<file path="config.mk">
export PLATFORM = sky130hd
export DESIGN_NAME = sr_backup_seq
export DESIGN_NICKNAME = d
export VERILOG_FILES = /design/src/rtl/srb_pkg.sv /design/src/rtl/srb_edge_sync.sv /design/src/rtl/srb_gap_timer.sv /design/src/rtl/sr_backup_seq.sv
export SDC_FILE = /design/constraint.sdc
export NUM_CORES = 1
export LEC_CHECK = 0
export ABC_AREA = 1
export BUFFER_PORTS_ARGS = -buffer_cell sky130_fd_sc_hd__buf_4
export CAP_MARGIN = 30
export CELL_PAD_IN_SITES_DETAIL_PLACEMENT = 1
export CELL_PAD_IN_SITES_GLOBAL_PLACEMENT = 1
export CORE_UTILIZATION = 42
export DETAILED_ROUTE_END_ITERATION = 10
export HOLD_SLACK_MARGIN = 0.05
export PLACE_DENSITY_LB_ADDON = 0.12
export SLEW_MARGIN = 20
export SYNTH_ARGS = -nofsm -noshare
export SYNTH_HDL_FRONTEND = slang
export SYNTH_SLANG_ARGS = --single-unit
</file>
<file path="constraint.sdc">
create_clock -name clk -period 4.3 [get_ports clk]
set_clock_uncertainty 0.15 [all_clocks]
set_input_delay 0.86 -clock clk [delete_from_list [all_inputs] [get_ports clk]]
set_output_delay 0.86 -clock clk [all_outputs]
set_load 0.05 [all_outputs]
</file>
<file path="src/rtl/srb_pkg.sv">
package srb_pkg;

   // Command encoding
   typedef enum logic [2:0] {
      CMD_NOP  = 3'd0,
      CMD_PALL = 3'd1,
      CMD_REF  = 3'd2,
      CMD_SRE  = 3'd3,
      CMD_SRX  = 3'd4
   } srb_cmd_e;

   typedef enum logic [3:0] {
      ST_WREL, ST_NORM, ST_BLK, ST_NOAR, ST_PALL, ST_WPA, ST_REF, ST_WRF,
      ST_SRE, ST_BKP, ST_SRX, ST_WSX, ST_RREF, ST_WRR, ST_RAR
   } srb_state_e;

endpackage

</file>
<file path="src/rtl/srb_edge_sync.sv">
module srb_edge_sync #(
   parameter int STAGES = 2
) (
   input  logic clk,
   input  logic rst_n,
   input  logic din,
   output logic rise
);
   logic lvl;
   logic prev;

   generate
      if (STAGES == 0) begin : g_direct
         assign lvl = din;
      end else begin : g_chain
         logic [STAGES-1:0] sh;
         always_ff @(posedge clk or negedge rst_n) begin
            if (!rst_n) sh <= '1;
            else        sh <= {sh[STAGES-2+((STAGES==1)?1:0):0], din} ;
         end
         assign lvl = sh[STAGES-1];
      end
   endgenerate

   // Previous level resets high: a line already high at reset is no rise
   always_ff @(posedge clk or negedge rst_n) begin
      if (!rst_n) prev <= 1'b1;
      else        prev <= lvl;
   end

   assign rise = lvl & ~prev;
endmodule

</file>
<file path="src/rtl/srb_gap_timer.sv">
module srb_gap_timer #(
   parameter int W = 4
) (
   input  logic         clk,
   input  logic         rst_n,
   input  logic         load,
   input  logic [W-1:0] val,
   output logic         zero
);
   logic [W-1:0] cnt;

   always_ff @(posedge clk or negedge rst_n) begin
      if (!rst_n)          cnt <= '0;
      else if (load)       cnt <= val;
      else if (cnt != '0)  cnt <= cnt - 1'b1;
   end

   assign zero = (cnt == '0);
endmodule

</file>
<file path="src/rtl/sr_backup_seq.sv">
module sr_backup_seq #(
   parameter int T_RP        = 6,
   parameter int T_RFC       = 52,
   parameter int T_XSR       = 200,
   parameter int SYNC_STAGES = 2
) (
   input  logic       clk,
   input  logic       rst_n,
   input  logic       bkp_req,
   input  logic       path_idle,
   input  logic       ref_due,
   input  logic       bkp_rst_n,
   input  logic       resume_sel,
   output logic       acc_en,
   output logic       aref_en,
   output logic       cmd_vld,
   output logic [2:0] cmd_code,
   output logic       cke,
   output logic       sr_status,
   output logic       notify,
   output logic       abort_err,
   output logic       init_go
);
   import srb_pkg::*;

   localparam int TMAX = (T_RP > T_RFC) ? ((T_RP > T_XSR) ? T_RP : T_XSR)
                                        : ((T_RFC > T_XSR) ? T_RFC : T_XSR);
   localparam int CW = (TMAX < 4) ? 2 : $clog2(TMAX);
   localparam logic [CW-1:0] V_RP  = CW'(T_RP - 2);
   localparam logic [CW-1:0] V_RFC = CW'(T_RFC - 2);
   localparam logic [CW-1:0] V_XSR = CW'(T_XSR - 2);

   generate
      if (T_RP < 2 || T_RFC < 2 || T_XSR < 2) begin : g_bad_gap
         $error("sr_backup_seq: every command gap must be at least 2 cycles");
      end
      if (SYNC_STAGES < 0 || SYNC_STAGES > 4) begin : g_bad_sync
         $error("sr_backup_seq: SYNC_STAGES must be 0 to 4");
      end
   endgenerate

   srb_state_e st, nxt;
   srb_cmd_e   cmd;
   logic       rel_rise, t_zero, t_load, accept, abort;
   logic [CW-1:0] t_val;

   srb_edge_sync #(.STAGES(SYNC_STAGES)) u_rel (
      .clk(clk), .rst_n(rst_n), .din(bkp_rst_n), .rise(rel_rise)
   );

   srb_gap_timer #(.W(CW)) u_gap (
      .clk(clk), .rst_n(rst_n), .load(t_load), .val(t_val), .zero(t_zero)
   );

   always_comb begin
      nxt    = st;
      t_load = 1'b0;
      t_val  = '0;
      accept = 1'b0;
      abort  = 1'b0;
      unique case (st)
         ST_WREL: if (rel_rise) nxt = resume_sel ? ST_SRX : ST_NORM;
         ST_NORM: if (bkp_req && path_idle) begin
            nxt    = ST_BLK;
            accept = 1'b1;
         end
         ST_BLK:  nxt = ST_NOAR;
         ST_NOAR: nxt = ST_PALL;
         ST_PALL: begin t_load = 1'b1; t_val = V_RP;  nxt = ST_WPA; end
         ST_WPA:  if (t_zero) nxt = ST_REF;
         ST_REF:  begin t_load = 1'b1; t_val = V_RFC; nxt = ST_WRF; end
         ST_WRF:  if (t_zero) nxt = ST_SRE;
         ST_SRE:  nxt = ST_BKP;
         ST_BKP:  nxt = ST_BKP;
         ST_SRX:  begin t_load = 1'b1; t_val = V_XSR; nxt = ST_WSX; end
         ST_WSX:  if (t_zero) nxt = ST_RREF;
         ST_RREF: begin t_load = 1'b1; t_val = V_RFC; nxt = ST_WRR; end
         ST_WRR:  if (t_zero) nxt = ST_RAR;
         ST_RAR:  nxt = ST_NORM;
         default: nxt = ST_WREL;
      endcase
      // Deadline abort before self-refresh entry
      if (ref_due && (st inside {ST_BLK, ST_NOAR, ST_PALL, ST_WPA, ST_REF, ST_WRF})) begin
         nxt   = ST_NORM;
         abort = 1'b1;
      end
   end

   always_ff @(posedge clk or negedge rst_n) begin
      if (!rst_n) begin
         st        <= ST_WREL;
         abort_err <= 1'b0;
         init_go   <= 1'b0;
      end else begin
         st      <= nxt;
         init_go <= (st == ST_WREL) && rel_rise && !resume_sel;
         if (abort)       abort_err <= 1'b1;
         else if (accept) abort_err <= 1'b0;
      end
   end

   always_comb begin
      unique case (st)
         ST_PALL:         cmd = CMD_PALL;
         ST_REF, ST_RREF: cmd = CMD_REF;
         ST_SRE:          cmd = CMD_SRE;
         ST_SRX:          cmd = CMD_SRX;
         default:         cmd = CMD_NOP;
      endcase
   end

   assign cmd_code  = cmd;
   assign cmd_vld   = (cmd != CMD_NOP);
   assign acc_en    = (st == ST_NORM);
   assign aref_en   = (st inside {ST_NORM, ST_BLK, ST_RAR});
   assign cke       = !(st inside {ST_WREL, ST_SRE, ST_BKP});
   assign sr_status = (st == ST_BKP);
   assign notify    = (st == ST_BKP);
endmodule

</file>
==> metrics.md <==
| Metric | Value |
|---|---|
| I/O Buffers | `17` |
| Clock power frac | `0.076` |
| Initial Utilization | `0.459` |
| Peak VDD IR | `0.477 mV` |
| # fillers | `360` |
| Synth area leader | `dfrtp_1` |
| Critical path capture point type | `output port` |
| Lkg Pwr | `0.735 nW` |
| Crit path launch type | `flop` |
| MaxCap Viol Count | `0` |
| Row cnt | `18` |
| Cell count after placement | `213` |
| DR pass1 iterations | `4` |
| Post-route minimum period | `2750 ps` |
| Gr usage total | `0.236` |
| Internal Power | `491 uW` |
| Finished Layout Cells | `217` |
| Fin nets | `197` |
| Core footprint | `0.00254 mm2` |
| Placed standard-cell area | `0.00130 mm2` |
| Final Total Pwr | `1.15 mW` |
| CTS tree | `yes` |
| Clock latency on the worst-skew pair | `300 ps` |
| # DRC | `0` |
| Pre-CTS WS | `1900 ps` |
| Final-report max-slew violation count | `0` |
| Syn Nets | `178` |
| Area Growth Syn to Fin | `13.9%` |
| Hold Fails Final Rpt | `0` |
| Layout cells sized above 1 | `0.230` |
| Seq pwr share | `0.265` |
| Yosys warns | `0` |
| Critical path required time | `3290 ps` |
| Final worst setup slack | `1550 ps` |
| Worst Path Buf+Inv | `1` |
| GRT overflow | `0` |
| Avg Cell Area, Syn | `6.91 um2` |
| Power share of the combinational group | `0.658` |
| Unique masters post-synth | `22` |
| Synth Instances | `169` |
| Final setup fails | `0` |
| Switch share | `0.572` |
| Cell Chain, Critical Path | `nor2_2 > nand2_1 > nand2_2 > nor2_4 > nand2_1 > buf_4` |
| WHS | `213 ps` |
| Hold WC Path Type | `flop to flop` |
| Worst-Margin Slew | `390 ps` |
| RSZ-0062 raised after global routing | `no` |
| Root Buffer Master | `clkbuf_4` |
| Largest cells by area after synthesis | `dfrtp_1 30%, nand2_1 17%, nand3_1 6.9%, dfstp_2 6.8%, nor2_1 6.4%` |
| Placer Congestion | `0.837` |
| Cell repeated most along the worst path | `nand2_1` |
| Finished Core Util | `0.523` |
| Crit-path max FO | `9` |
| Die H | `54.7 um` |
| CTS Buf Count | `3` |
| Die area | `0.00299 mm2` |
| Initial DRC Count | `17` |
| Hold-fix buffers at CTS | `0` |
| H-tree levels | `1` |
| Post-route ant nets | `0` |
| Setup bufs post-CTS | `0` |
| Critical path class | `flop to output port` |
| # resized after CTS | `0` |
| Vias per cell | `5.19` |
| Pwr dens | `863 mW/mm2` |
| Post-synthesis sequential area ratio | `0.368` |
| Via Count | `1127` |
| Worst path slowest cell | `dfrtp_1` |
| Drt total wl | `3130 um` |
| Vias in the first global route | `1110` |
| NetSw | `657 uW` |
| Initial antenna violation count | `0` |
| Die X | `54.7 um` |
| Fin crit share | `0.640` |
| DR WL/cell | `14.4 um` |
| N_diodes | `0` |
| First-pass GRT wire length | `4880 um` |
| Post-Syn Area | `0.00117 mm2` |
| Worst slew margin | `0.740` |
| Largest net degree at the start of global routing | `18` |
| Num ports | `18` |
| FF+latch count, synth | `17` |
| Maximum clock frequency | `364 MHz` |
| CP peak stage delay | `510 ps` |
| Clk slew on worst S/H paths | `100 ps` |
| Crit path DAT | `1740 ps` |
| DP Wirelength | `2540 um` |
| Outcome | `finished, final reports clean` |
| Num Clock Sinks | `17` |
| CP top delay family | `simple AND/OR/NAND/NOR gates` |
| Design area | `0.00133 mm2` |
| Setup_tns | `0 ps` |
| Maximum buffer depth of the clock tree | `2` |
| Yosys top cell area share | `0.300` |
| R2R Setup Slk | `2660 ps` |
==> sequential cells by signal, summed over array words and instances, names as in the netlist <==
register and flops:
u_rel.prev 1, init_go 1, u_gap.cnt 8, abort_err 1, st 4, u_rel.g_chain.sh 2
==> routing by layer <==
layer / GRT usage / vias to the layer above / share of wire
met5: 0 / - / 0
met4: 0.0812 / 0 / 0.015
met3: 0.0389 / 5 / 0.045
met2: 0.400 / 28 / 0.47
met1: 0.298 / 527 / 0.46
li1: - / 567 / -
==> area by class of cell <==
class	instances	area, um2	area share
Clock inverter	1	5.00	0.00376
Inverter	20	75.1	0.0564
Tap cell	30	37.5	0.0282
Clock buffer	3	22.5	0.0169
Sequential cell	17	429	0.323
Timing Repair Buffer	17	128	0.0960
Multi-Input combinational cell	129	633	0.476
==> layout by cell type, fill, tap and decap left out, drive strengths merged, types with 2 or more instances in the layout <==
cell and instances:
nand2 60, clkbuf 3, nor3 3, nor2 28, a21oi 10, nand3 16, dfrtp 14, ha 2
buf 17, dfstp 3, o21ai 6, inv 20
==> power by group through the flow <==
stage	logic (mW)	registers (mW)	clock network [mW]
floorplan	0.581	0.286	0
global placement	0.736	0.303	0
detailed placement	0.755	0.307	0
CTS	0.761	0.303	0.0925
global route	0.830	0.312	0.0962
finish	0.756	0.305	0.0876
==> logic make-up (layout without fill, tap and decap cells) <==
kind of cell / after synthesis / in the layout / share of synthesized area
simple gates: 108 / 108 / 0.431
compound gates: 17 / 17 / 0.0750
buf+inv: 23 / 41 / 0.0900
flops: 17 / 17 / 0.368
xor+xnor: 2 / 2 / 0.0150
fa+ha+maj: 2 / 2 / 0.0214
==> cells in the mapped netlist <==
cell type and number:
ha_1 2, nor2_4 2, o21bai_1 1, nor3_4 1
nor2_2 6, xor2_1 1, o21ai_1 1, o21ai_0 5
nor2_1 20, dfrtp_1 14, inv_2 3, nor3_1 2
dfstp_2 3, buf_6 2, nand4_4 1, xnor2_1 1
nand2_1 54, nand3_1 16, nand2_2 6, a21oi_1 10
inv_1 17, buf_4 1
==> path summary, 6_finish.rpt <==
check                                               from  cells after the start                            end
hold / removal             u_rel.g_chain.sh[0]$_DFF_PN1_                      0  u_rel.g_chain.sh[1]$_DFF_PN1_
setup / recovery                       st[1]$_DFFE_PN0P_                      6                        cmd_vld
max in group asynchronous                          rst_n                      1  u_rel.g_chain.sh[1]$_DFF_PN1_
min in group asynchronous                          rst_n                      1       u_gap.cnt[6]$_DFFE_PN0P_
setup reg to reg                u_gap.cnt[0]$_DFFE_PN0P_                      6       u_gap.cnt[1]$_DFFE_PN0P_
hold reg to reg            u_rel.g_chain.sh[0]$_DFF_PN1_                      0  u_rel.g_chain.sh[1]$_DFF_PN1_
(Power assumes the default switching activity.)
